`src/rtl/tally_pkg.sv`:
```
package tally_pkg;
    typedef enum logic {
        CARRY_PARALLEL = 1'b0,
        CARRY_CHAINED  = 1'b1
    } carry_form_e;

    typedef enum logic {
        WRAP_BINARY = 1'b0,
        WRAP_DECADE = 1'b1
    } wrap_mode_e;

    localparam int DECADE_LAST = 9;
endpackage

```
`src/rtl/tally_toggle_net.sv`:
```
module tally_toggle_net
    import tally_pkg::*;
#(
    parameter int          WIDTH      = 4,
    parameter carry_form_e CARRY_FORM = CARRY_PARALLEL
) (
    input  logic [WIDTH-1:0] q,
    output logic [WIDTH-1:0] tog,
    output logic             all_ones
);
    generate
        if (CARRY_FORM == CARRY_PARALLEL) begin : g_parallel
            // each toggle term is one wide AND of the lower bits
            for (genvar i = 0; i < WIDTH; i++) begin : g_bit
                if (i == 0) begin : g_lsb
                    assign tog[i] = 1'b1;
                end else begin : g_upper
                    assign tog[i] = &q[i-1:0];
                end
            end
            assign all_ones = &q;
        end else begin : g_chained
            // one link per bit; the carry walks up the chain
            logic [WIDTH:0] link;
            assign link[0] = 1'b1;
            for (genvar i = 0; i < WIDTH; i++) begin : g_link
                assign link[i+1] = link[i] & q[i];
            end
            assign tog      = link[WIDTH-1:0];
            assign all_ones = link[WIDTH];
        end
    endgenerate
endmodule

```
`src/rtl/tally_wrap.sv`:
```
module tally_wrap
    import tally_pkg::*;
#(
    parameter int         WIDTH     = 4,
    parameter wrap_mode_e WRAP_MODE = WRAP_BINARY
) (
    input  logic [WIDTH-1:0] q,
    input  logic [WIDTH-1:0] tog,
    input  logic             all_ones,
    output logic [WIDTH-1:0] nxt,
    output logic             at_last
);
    generate
        if (WRAP_MODE == WRAP_BINARY) begin : g_binary
            assign at_last = all_ones;
            assign nxt     = q ^ tog;
        end else begin : g_decade
            // the wrap is decided before the edge, so 1010 is never loaded
            assign at_last = (q == WIDTH'(DECADE_LAST));
            assign nxt     = at_last ? '0 : (q ^ tog);
        end
    endgenerate
endmodule

```
`src/rtl/tally_stage.sv`:
```
module tally_stage
    import tally_pkg::*;
#(
    parameter int          WIDTH      = 4,
    parameter wrap_mode_e  WRAP_MODE  = WRAP_BINARY,
    parameter carry_form_e CARRY_FORM = CARRY_PARALLEL
) (
    input  logic             clk,
    input  logic             clr_n,
    input  logic             cnt_en,
    input  logic             chain_en,
    output logic [WIDTH-1:0] count,
    output logic             carry_out
);
    logic [WIDTH-1:0] cnt_q;
    logic [WIDTH-1:0] tog;
    logic [WIDTH-1:0] nxt;
    logic             all_ones;
    logic             at_last;
    logic             step;

    tally_toggle_net #(
        .WIDTH      (WIDTH),
        .CARRY_FORM (CARRY_FORM)
    ) u_toggle (
        .q        (cnt_q),
        .tog      (tog),
        .all_ones (all_ones)
    );

    tally_wrap #(
        .WIDTH     (WIDTH),
        .WRAP_MODE (WRAP_MODE)
    ) u_wrap (
        .q        (cnt_q),
        .tog      (tog),
        .all_ones (all_ones),
        .nxt      (nxt),
        .at_last  (at_last)
    );

    assign step = cnt_en & chain_en;

    always_ff @(posedge clk) begin
        if (!clr_n) begin
            cnt_q <= '0;
        end else if (step) begin
            cnt_q <= nxt;
        end
    end

    always_comb begin
        count     = cnt_q;
        carry_out = chain_en & at_last;
    end
endmodule

```
`config.mk`:
```
export PLATFORM = sky130hd
export DESIGN_NAME = tally_stage
export DESIGN_NICKNAME = d
export VERILOG_FILES = /design/src/rtl/tally_pkg.sv /design/src/rtl/tally_toggle_net.sv /design/src/rtl/tally_wrap.sv /design/src/rtl/tally_stage.sv
export SDC_FILE = /design/constraint.sdc
export NUM_CORES = 1
export LEC_CHECK = 0
export BUFFER_PORTS_ARGS = -buffer_cell sky130_fd_sc_hd__buf_2
export CELL_PAD_IN_SITES_DETAIL_PLACEMENT = 0
export CELL_PAD_IN_SITES_GLOBAL_PLACEMENT = 1
export CORE_AREA = 2 2 39 41
export DETAILED_ROUTE_END_ITERATION = 8
export DIE_AREA = 0 0 41 43
export PLACE_DENSITY_LB_ADDON = 0.1
export SETUP_SLACK_MARGIN = 0.05
export SYNTH_ARGS = -nofsm -noshare
export SYNTH_HDL_FRONTEND = slang
export SYNTH_HIERARCHICAL = 1
export SYNTH_SLANG_ARGS = --single-unit
```
`constraint.sdc`:
```
create_clock -name clk -period 1.3 [get_ports clk]
set_input_delay 0.195 -clock clk [delete_from_list [all_inputs] [get_ports clk]]
set_output_delay 0.195 -clock clk [all_outputs]
set_load 0.1 [all_outputs]
```
==> results of run 1 <==
==> critical path: stages (launching register included) <==
cell and delay [ns]:
dfxtp_4 0.34, and4_1 0.18, and2_4 0.14, buf_12 0.16
==> cell families (layout without fill, tap and decap cells) <==
family,after synthesis,in the layout,share of synthesized area (%)
AO/OA/AOI/OAI,4,4,9.55
XOR/XNOR,4,4,14.1
buffers and inverters,4,14,11.1
flip-flops,4,4,32.2
other,1,1,1.51
AND/OR/NAND/NOR,13,13,31.7
==> synthesized netlist by cell type, drive strengths merged <==
cell type / count
and2: 3
and3: 1
and4: 1
buf: 4
conb: 1
dfxtp: 4
nand2: 4
nand4: 4
o21ai: 4
xor2: 4
==> stage by stage <==
stage,worst slack (ns),setup TNS [ns],std cells
2_1_floorplan,-0.0624,-0.0624,30
6_report,0.0522,0,56
5_1_grt,-0.00529,-0.00529,56
3_5_place_dp,0.218,0,50
3_3_place_gp,0.218,0,50
4_1_cts,0.0455,0,56
==> repair_timing <==
action / CTS / global route
cloned: 0 / 0
pin swaps: 1 / 0
buffers inserted: 3 / 0
endpoints found under the setup margin: 1 / 1
==> metal layers <==
metal | GRT usage [%] | share of wire [%]
met4 | 2.00 | 0
met5 | 0 | 0
met3 | 6.28 | 7.5
met2 | 12.2 | 53
met1 | 13.2 | 39
==> power groups by stage <==
stage	clock, uW	combinational, uW	sequential (uW)
2_1_floorplan	0	18.5	145
3_3_place_gp	0	53.6	128
3_5_place_dp	0	53.4	128
4_1_cts	156	63.1	121
5_1_grt	176	67.3	121
6_report	151	62.5	121
==> worst max path at each step <==
stage	to	slack (ns)	cells after the start
2_1_floorplan	carry_out	-0.06	3
3_3_place_gp	carry_out	0.22	3
3_5_place_dp	carry_out	0.22	3
4_1_cts	carry_out	0.05	3
5_1_grt	carry_out	-0.005	3
6_report	carry_out	0.05	3
==> final cells by class <==
| cell class | count | area [um^2] | share of cell area (%) |
|---|---|---|---|
| flip-flops and latches | 4 | 95.1 | 23.5 |
| clock buffers | 3 | 22.5 | 5.57 |
| well taps | 16 | 20.0 | 4.95 |
| multi-input cells | 22 | 144 | 35.6 |
| repair buffers | 11 | 123 | 30.3 |
==> reports/qor.csv, run 1 <==
metric,value,unit
powerDensity,828,nW/um^2
htreeDepth,1,
holdPathEnd,count[0]$_SDFFE_PN0P_,
startpoint_type,flip-flop,
synth.avg_cell_area,8.30,um^2
portBuffers,8,
cp-end-kind,primary output,
routed_wl,617,um
finalHoldViolations,0,
seq_power_share,36.2,%
cp.required,1.11,ns
n_fill_cell,163,
cts_buffers,3,
netlist_top_cells_area,"dfxtp_1 (32%), xor2_1 (14%), nand4_1 (10%), buf_4 (9.0%), o21ai_1 (6.0%)",
vias,242,
power.leakage,0.000186,uW
syn-instance-count,30,
final_util,29.2,%
finalCritPeriodShare,96.0,%
holdBufCountCts,0,
timing.hold.ws,0.273,ns
wl_per_cell,11.0,um
ir_worst_vdd,377,uV
seq_area_frac_synth,32.2,%
die_w,41,um
clock_path_buffers,2,
antennaDiodeCount,0,
pwr-share-comb,18.7,%
firstDrtPassIters,3,
power_frac_clock,45.1,%
fmax,801,MHz
grt_pass1_vias,241,
p_total,335,uW
overflow,0,
start_util,18.0,%
nets,46,
cts_resized,0,
drt_iter0_markers,6,
area_delta_synth_final,62.3,%
critPathArrivalTime,1.05,ns
dieArea,1760,um^2
grt_usage,9.54,%
fin_crit,1.25,ns
switching_power,89.4,uW
dpl.hpwl,417,um
r2r_end,count[3]$_SDFFE_PN0P_,
core.rowCount,14,
ios,9,
synth.distinct_cells,14,
coreArea,1380,um^2
whs_path_depth,3,
viasPerCell,4.32,
drive_gt1_share,57.5,%
postPlaceCellArea,359,um^2
yosys_warnings,6,
syn_nets,34,
rsz0062_at_grt,yes,
r2r_slack,0.21,ns
setup_viol_count_final,0,
hold_path_class,primary input to flip-flop,
cts.sinks,4,
crit-reg2reg-launch,count[2]$_SDFFE_PN0P_,
grt_pass1_wl,1110,um
die_y,43,um
reg2reg_depth,5,
synth_area,249,um^2
clk_latency,0.23,ns
p_int,245,uW
antenna_left,0,
grt_max_degree,9,
synth-seq-cells,4,
status,"finished, final reports clean",
finalClockSkew,0.000324,ns
drc,0,
critPathLaunch,count[1]$_SDFFE_PN0P_,
yosysTopAreaCell,dfxtp_1,
crit_fanout,2,
root_buffer,clkbuf_4,
cts_tree,yes,
holdCritStartpoint,cnt_en,
largest_reg_flops,4,
antenna_found_initial,0,
drv_slew,0,
worst-setup-path-type,flip-flop to primary output,
synth_top_area_share,32.2,%
swShare,26.7,%
place.gp.congestion,0.662,
final_area,404,um^2
cts.clk_slew.worst_paths,0.04,ns
drv_cap,0,
Power figures use the tool's default switching activity.
==> inputs of run 2 (changes only) <==
--- a/config.mk
+++ b/config.mk
@@ -12,6 +12,7 @@
 export DETAILED_ROUTE_END_ITERATION = 8
 export DIE_AREA = 0 0 41 43
 export PLACE_DENSITY_LB_ADDON = 0.1
+export RECOVER_POWER = 25
 export SETUP_SLACK_MARGIN = 0.05
 export SYNTH_ARGS = -nofsm -noshare
 export SYNTH_HDL_FRONTEND = slang
==> run 2 against run 1 <==
Via count shrank 1.7%. Power is essentially flat. Clock-buffer cell count is the same. Utilization is the same. Global-route usage is the same. Wire length grew 0.16%. Final cell count is the same. Register-to-register slack is essentially flat.
==> reports/qor.csv, run 2 (same netlist as run 1, synthesis figures left out) <==
metric,value,unit
largest_reg_flops,4,
drive_gt1_share,57.5,%
drc,0,
viasPerCell,4.25,
finalClockSkew,0.000348,ns
die_y,43,um
worst-setup-path-type,flip-flop to primary output,
dp.cells,50,
dpl.hpwl,417,um
die_w,41,um
portBuffers,8,
drt_iter0_markers,3,
overflow,0,
powerDensity,828,nW/um^2
clk_latency,0.23,ns
setup_ws,0.0521,ns
root_buffer,clkbuf_4,
firstDrtPassIters,2,
wl_per_cell,11.0,um
grt_max_degree,9,
vias,238,
drv_cap,0,
hold_path_class,primary input to flip-flop,
antenna_found_initial,0,
finalCritPeriodShare,96.0,%
layout.area.seq,95.1,um^2
area_delta_synth_final,62.3,%
reg2reg_depth,5,
critPathCapture,carry_out,
cts_resized,0,
antennaDiodeCount,0,
fmax,801,MHz
crit_fanout,2,
cts_buffers,3,
cts_tree,yes,
cts.sinks,4,
cp-end-kind,primary output,
post-place-ws,0.218,ns
coreArea,1380,um^2
startpoint_type,flip-flop,
n_fill_cell,163,
crit-reg2reg-launch,count[2]$_SDFFE_PN0P_,
clock_path_buffers,2,
status,"finished, final reports clean",
drv_slew,0,
grt_usage,9.54,%
antenna_left,0,
finalHoldViolations,0,
start_util,18.0,%
dieArea,1760,um^2
ir_worst_vdd,378,uV
instances_no_fill,56,
htreeDepth,1,
fin_crit,1.25,ns
routed_wl,618,um
place.gp.congestion,0.662,
critPathLaunch,count[1]$_SDFFE_PN0P_,
grt_pass1_wl,1110,um
multi_input_area,144,um^2
setup_viol_count_final,0,
ios,9,
r2r_slack,0.21,ns
cts.clk_slew.worst_paths,0.04,ns
r2r_end,count[3]$_SDFFE_PN0P_,
cp.required,1.11,ns
power.leakage,0.000186,uW
critPathArrivalTime,1.05,ns
nets,46,
grt_pass1_vias,241,
rsz0062_at_grt,yes,
core.rowCount,14,
-- run 2: cell count changes in the layout (fill, tap and decap cells not counted) --
cell / delta
o21ai_0: +2
o21ai_1: -2
-- run 2: stage by stage --
| stage | util [%] | instance area, um^2 | power [uW] | setup TNS (ns) | hold slack (ns) |
|---|---|---|---|---|---|
| after floorplan | - | 267 | 163 | -0.0624 | 0.341 |
| after global placement | 25.9 | 359 | 182 | 0 | 0.480 |
| after detailed placement | 25.9 | 359 | 182 | 0 | 0.486 |
| after CTS | 29.2 | 404 | 340 | 0 | 0.268 |
| after global routing | 29.2 | 404 | 364 | -0.00529 | 0.291 |
| final | 29.2 | 404 | 334 | 0 | 0.275 |
-- run 2: worst max-delay path, cell delays in order, from the launching register on --
cell	delay [ns]
dfxtp_4	0.34
and4_1	0.18
and2_4	0.14
buf_12	0.16
-- run 2: per-layer routing --
| metal | share of wire (%) | up-vias | GRT usage [%] | wire length [um] |
|---|---|---|---|---|
| li1 | - | 120 | - | - |
| met1 | 41 | 108 | 13.2 | 252 |
| met2 | 52 | 10 | 12.2 | 320 |
| met3 | 7.4 | 0 | 6.28 | 46 |
| met4 | 0 | 0 | 2.00 | 0 |
| met5 | 0 | - | 0 | 0 |
-- run 2: report_power, final --
group          switching (uW)  internal [uW]  leakage [uW]
logic                    40.0           22.3      0.000137
clock network            48.0            103     0.0000138
registers                1.45            120     0.0000355
total                    89.4            245      0.000186
-- run 2: final cells by class --
cell class,instances,share of cell area (%)
Timing Repair Buffer,11,30.3
Sequential cell,4,23.5
Multi-Input combinational cell,22,35.6
Tap cell,16,4.95
Clock buffer,3,5.57
-- run 2: worst min-delay path by stage --
stage                          start                    end  slack [ns]  cells after the start
2_1_floorplan               chain_en  count[1]$_SDFFE_PN0P_        0.34                      2
4_1_cts                       cnt_en  count[2]$_SDFFE_PN0P_        0.27                      3
5_1_grt                        clr_n  count[3]$_SDFFE_PN0P_        0.29                      3
3_5_place_dp   count[3]$_SDFFE_PN0P_  count[3]$_SDFFE_PN0P_        0.49                      2
6_report                      cnt_en  count[2]$_SDFFE_PN0P_        0.28                      3
3_3_place_gp   count[3]$_SDFFE_PN0P_  count[3]$_SDFFE_PN0P_        0.48                      2
-- run 2: repair_timing --
item / in CTS / in global routing
pin swaps: 1 / 0
setup buffers: 3 / 0
endpoints found under the setup margin: 1 / 1
hold buffers: 0 / 0
==> inputs of run 3 (changes only) <==
--- a/config.mk
+++ b/config.mk
@@ -11,7 +11,7 @@
 export CORE_AREA = 2 2 39 41
 export DETAILED_ROUTE_END_ITERATION = 8
 export DIE_AREA = 0 0 41 43
-export PLACE_DENSITY_LB_ADDON = 0.1
+export PLACE_DENSITY = 0.55
 export RECOVER_POWER = 25
 export SETUP_SLACK_MARGIN = 0.05
 export SYNTH_ARGS = -nofsm -noshare
==> constraint.sdc (replaced) <==
create_clock -name clk -period 1.4 [get_ports clk]
set_input_delay 0.21 -clock clk [delete_from_list [all_inputs] [get_ports clk]]
set_output_delay 0.21 -clock clk [all_outputs]
set_load 0.1 [all_outputs]
==> run 3 against run 2 <==
Combinational power is 30% lower. Power is 8.9% lower. Via count is 5.9% lower. Clock power is 3% lower. Critical endpoint unchanged. Largest power group unchanged. Highest routed layer is now met4.
==> reports/qor.csv, run 3 (same netlist as run 1, synthesis figures left out) <==
metric,value,unit
cts.sinks,4,
clock_path_buffers,2,
cts_buffers,3,
final_cell_mix,"buf_2 (7), nand2_1 (4), nand4_1 (4), dfxtp_4 (4), xor2_1 (4)",
overflow,0,
drive_gt1_share,55.3,%
cts.clk_slew.worst_paths,0.04,ns
area_delta_synth_final,38.2,%
drc,0,
root_buffer,clkbuf_4,
cp_slowest_cell,dfxtp_4,
path_cells,and4_1 -> and2_4 -> buf_12,
crit_fanout,6,
coreArea,1380,um^2
die_w,41,um
nets,44,
finalClockSkew,0.00726,ns
place.gp.congestion,0.616,
cp-end-kind,primary output,
grt_max_degree,9,
drv_slew,0,
p_total,305,uW
antennaDiodeCount,0,
fin_crit,1.29,ns
setup_viol_count_final,0,
powerDensity,886,nW/um^2
ios,9,
clk_latency,0.24,ns
finalHoldViolations,0,
largest_reg_flops,4,
hold_path_class,primary input to flip-flop,
ir_worst_vdd,261,uV
final_common_cell,buf_2,
die_y,43,um
rsz0062_at_grt,no,
drv_cap,0,
antenna_found_initial,0,
finalCritPeriodShare,92.2,%
layout.area.seq,95.1,um^2
final_util,24.9,%
tns,0,ns
dieArea,1760,um^2
antenna_left,0,
startpoint_type,flip-flop,
routed_wl,506,um
cp.required,1.19,ns
portBuffers,8,
viasPerCell,4.15,
firstDrtPassIters,3,
core.rowCount,14,
max_stage_delay,0.36,ns
grt_pass1_vias,208,
start_util,18.0,%
drt_iter0_markers,4,
power.leakage,0.000167,uW
instances_no_fill,54,
status,"finished, final reports clean",
vias,224,
htreeDepth,1,
grt_pass1_wl,800,um
wl_per_cell,9.37,um
n_fill_cell,151,
cts_resized,0,
dp.cells,50,
fmax,775,MHz
dpl.hpwl,379,um
grt_usage,7.52,%
multi_input_area,144,um^2
worst-setup-path-type,flip-flop to primary output,
cts_tree,yes,
critPathArrivalTime,1.08,ns
[run 3: cell count changes in the layout (fill, tap and decap cells not counted), sizes merged]
cell and delta:
buf -2
[run 3: worst paths after layout]
kind / start / end / slack, ns / depth (start not counted)
max: count[1]$_SDFFE_PN0P_ / carry_out / 0.11 / 3
max reg2reg: count[0]$_SDFFE_PN0P_ / count[3]$_SDFFE_PN0P_ / 0.45 / 4
min: cnt_en / count[2]$_SDFFE_PN0P_ / 0.28 / 3
min reg2reg: count[2]$_SDFFE_PN0P_ / count[2]$_SDFFE_PN0P_ / 0.48 / 2
[run 3: what timing repair did]
item	in CTS	in global routing
buffers inserted	0	1
hold buffers	0	0
endpoints found under the setup margin	0	1
hold endpoints to repair	0	0
[run 3: through the flow]
stage / cell area [um^2] / hold slack, ns / worst slack [ns]
2_1_floorplan: 267 / 0.356 / 0.0226
3_3_place_gp: 314 / 0.480 / 0.340
3_5_place_dp: 314 / 0.480 / 0.339
4_1_cts: 337 / 0.269 / 0.0777
5_1_grt: 344 / 0.292 / 0.0615
6_report: 344 / 0.278 / 0.110
[run 3: worst max-delay path, delay by kind of cell, from the launching register on]
kind / cells / cell delay (ns)
buffers and inverters: 1 / 0.16
DFF: 1 / 0.36
and+or+nand+nor: 2 / 0.32
[run 3: layer usage]
| layer | GRT usage (%) | wire length, um |
|---|---|---|
| met1 | 8.33 | 227 |
| met5 | 0 | 0 |
| met3 | 4.71 | 48 |
| met4 | 8.00 | 9 |
| met2 | 8.75 | 220 |
[run 3: cell type report]
type / count / share of cell area [%]
multi-input cells: 22 / 41.8
well taps: 16 / 5.82
clock buffers: 3 / 6.55
flip-flops and latches: 4 / 27.6
repair buffers: 9 / 18.2
[run 3: report_power, final]
group          switching (uW)  internal, uW
sequential               3.71           111
combinational            31.6          12.1
clock                    50.2          96.1
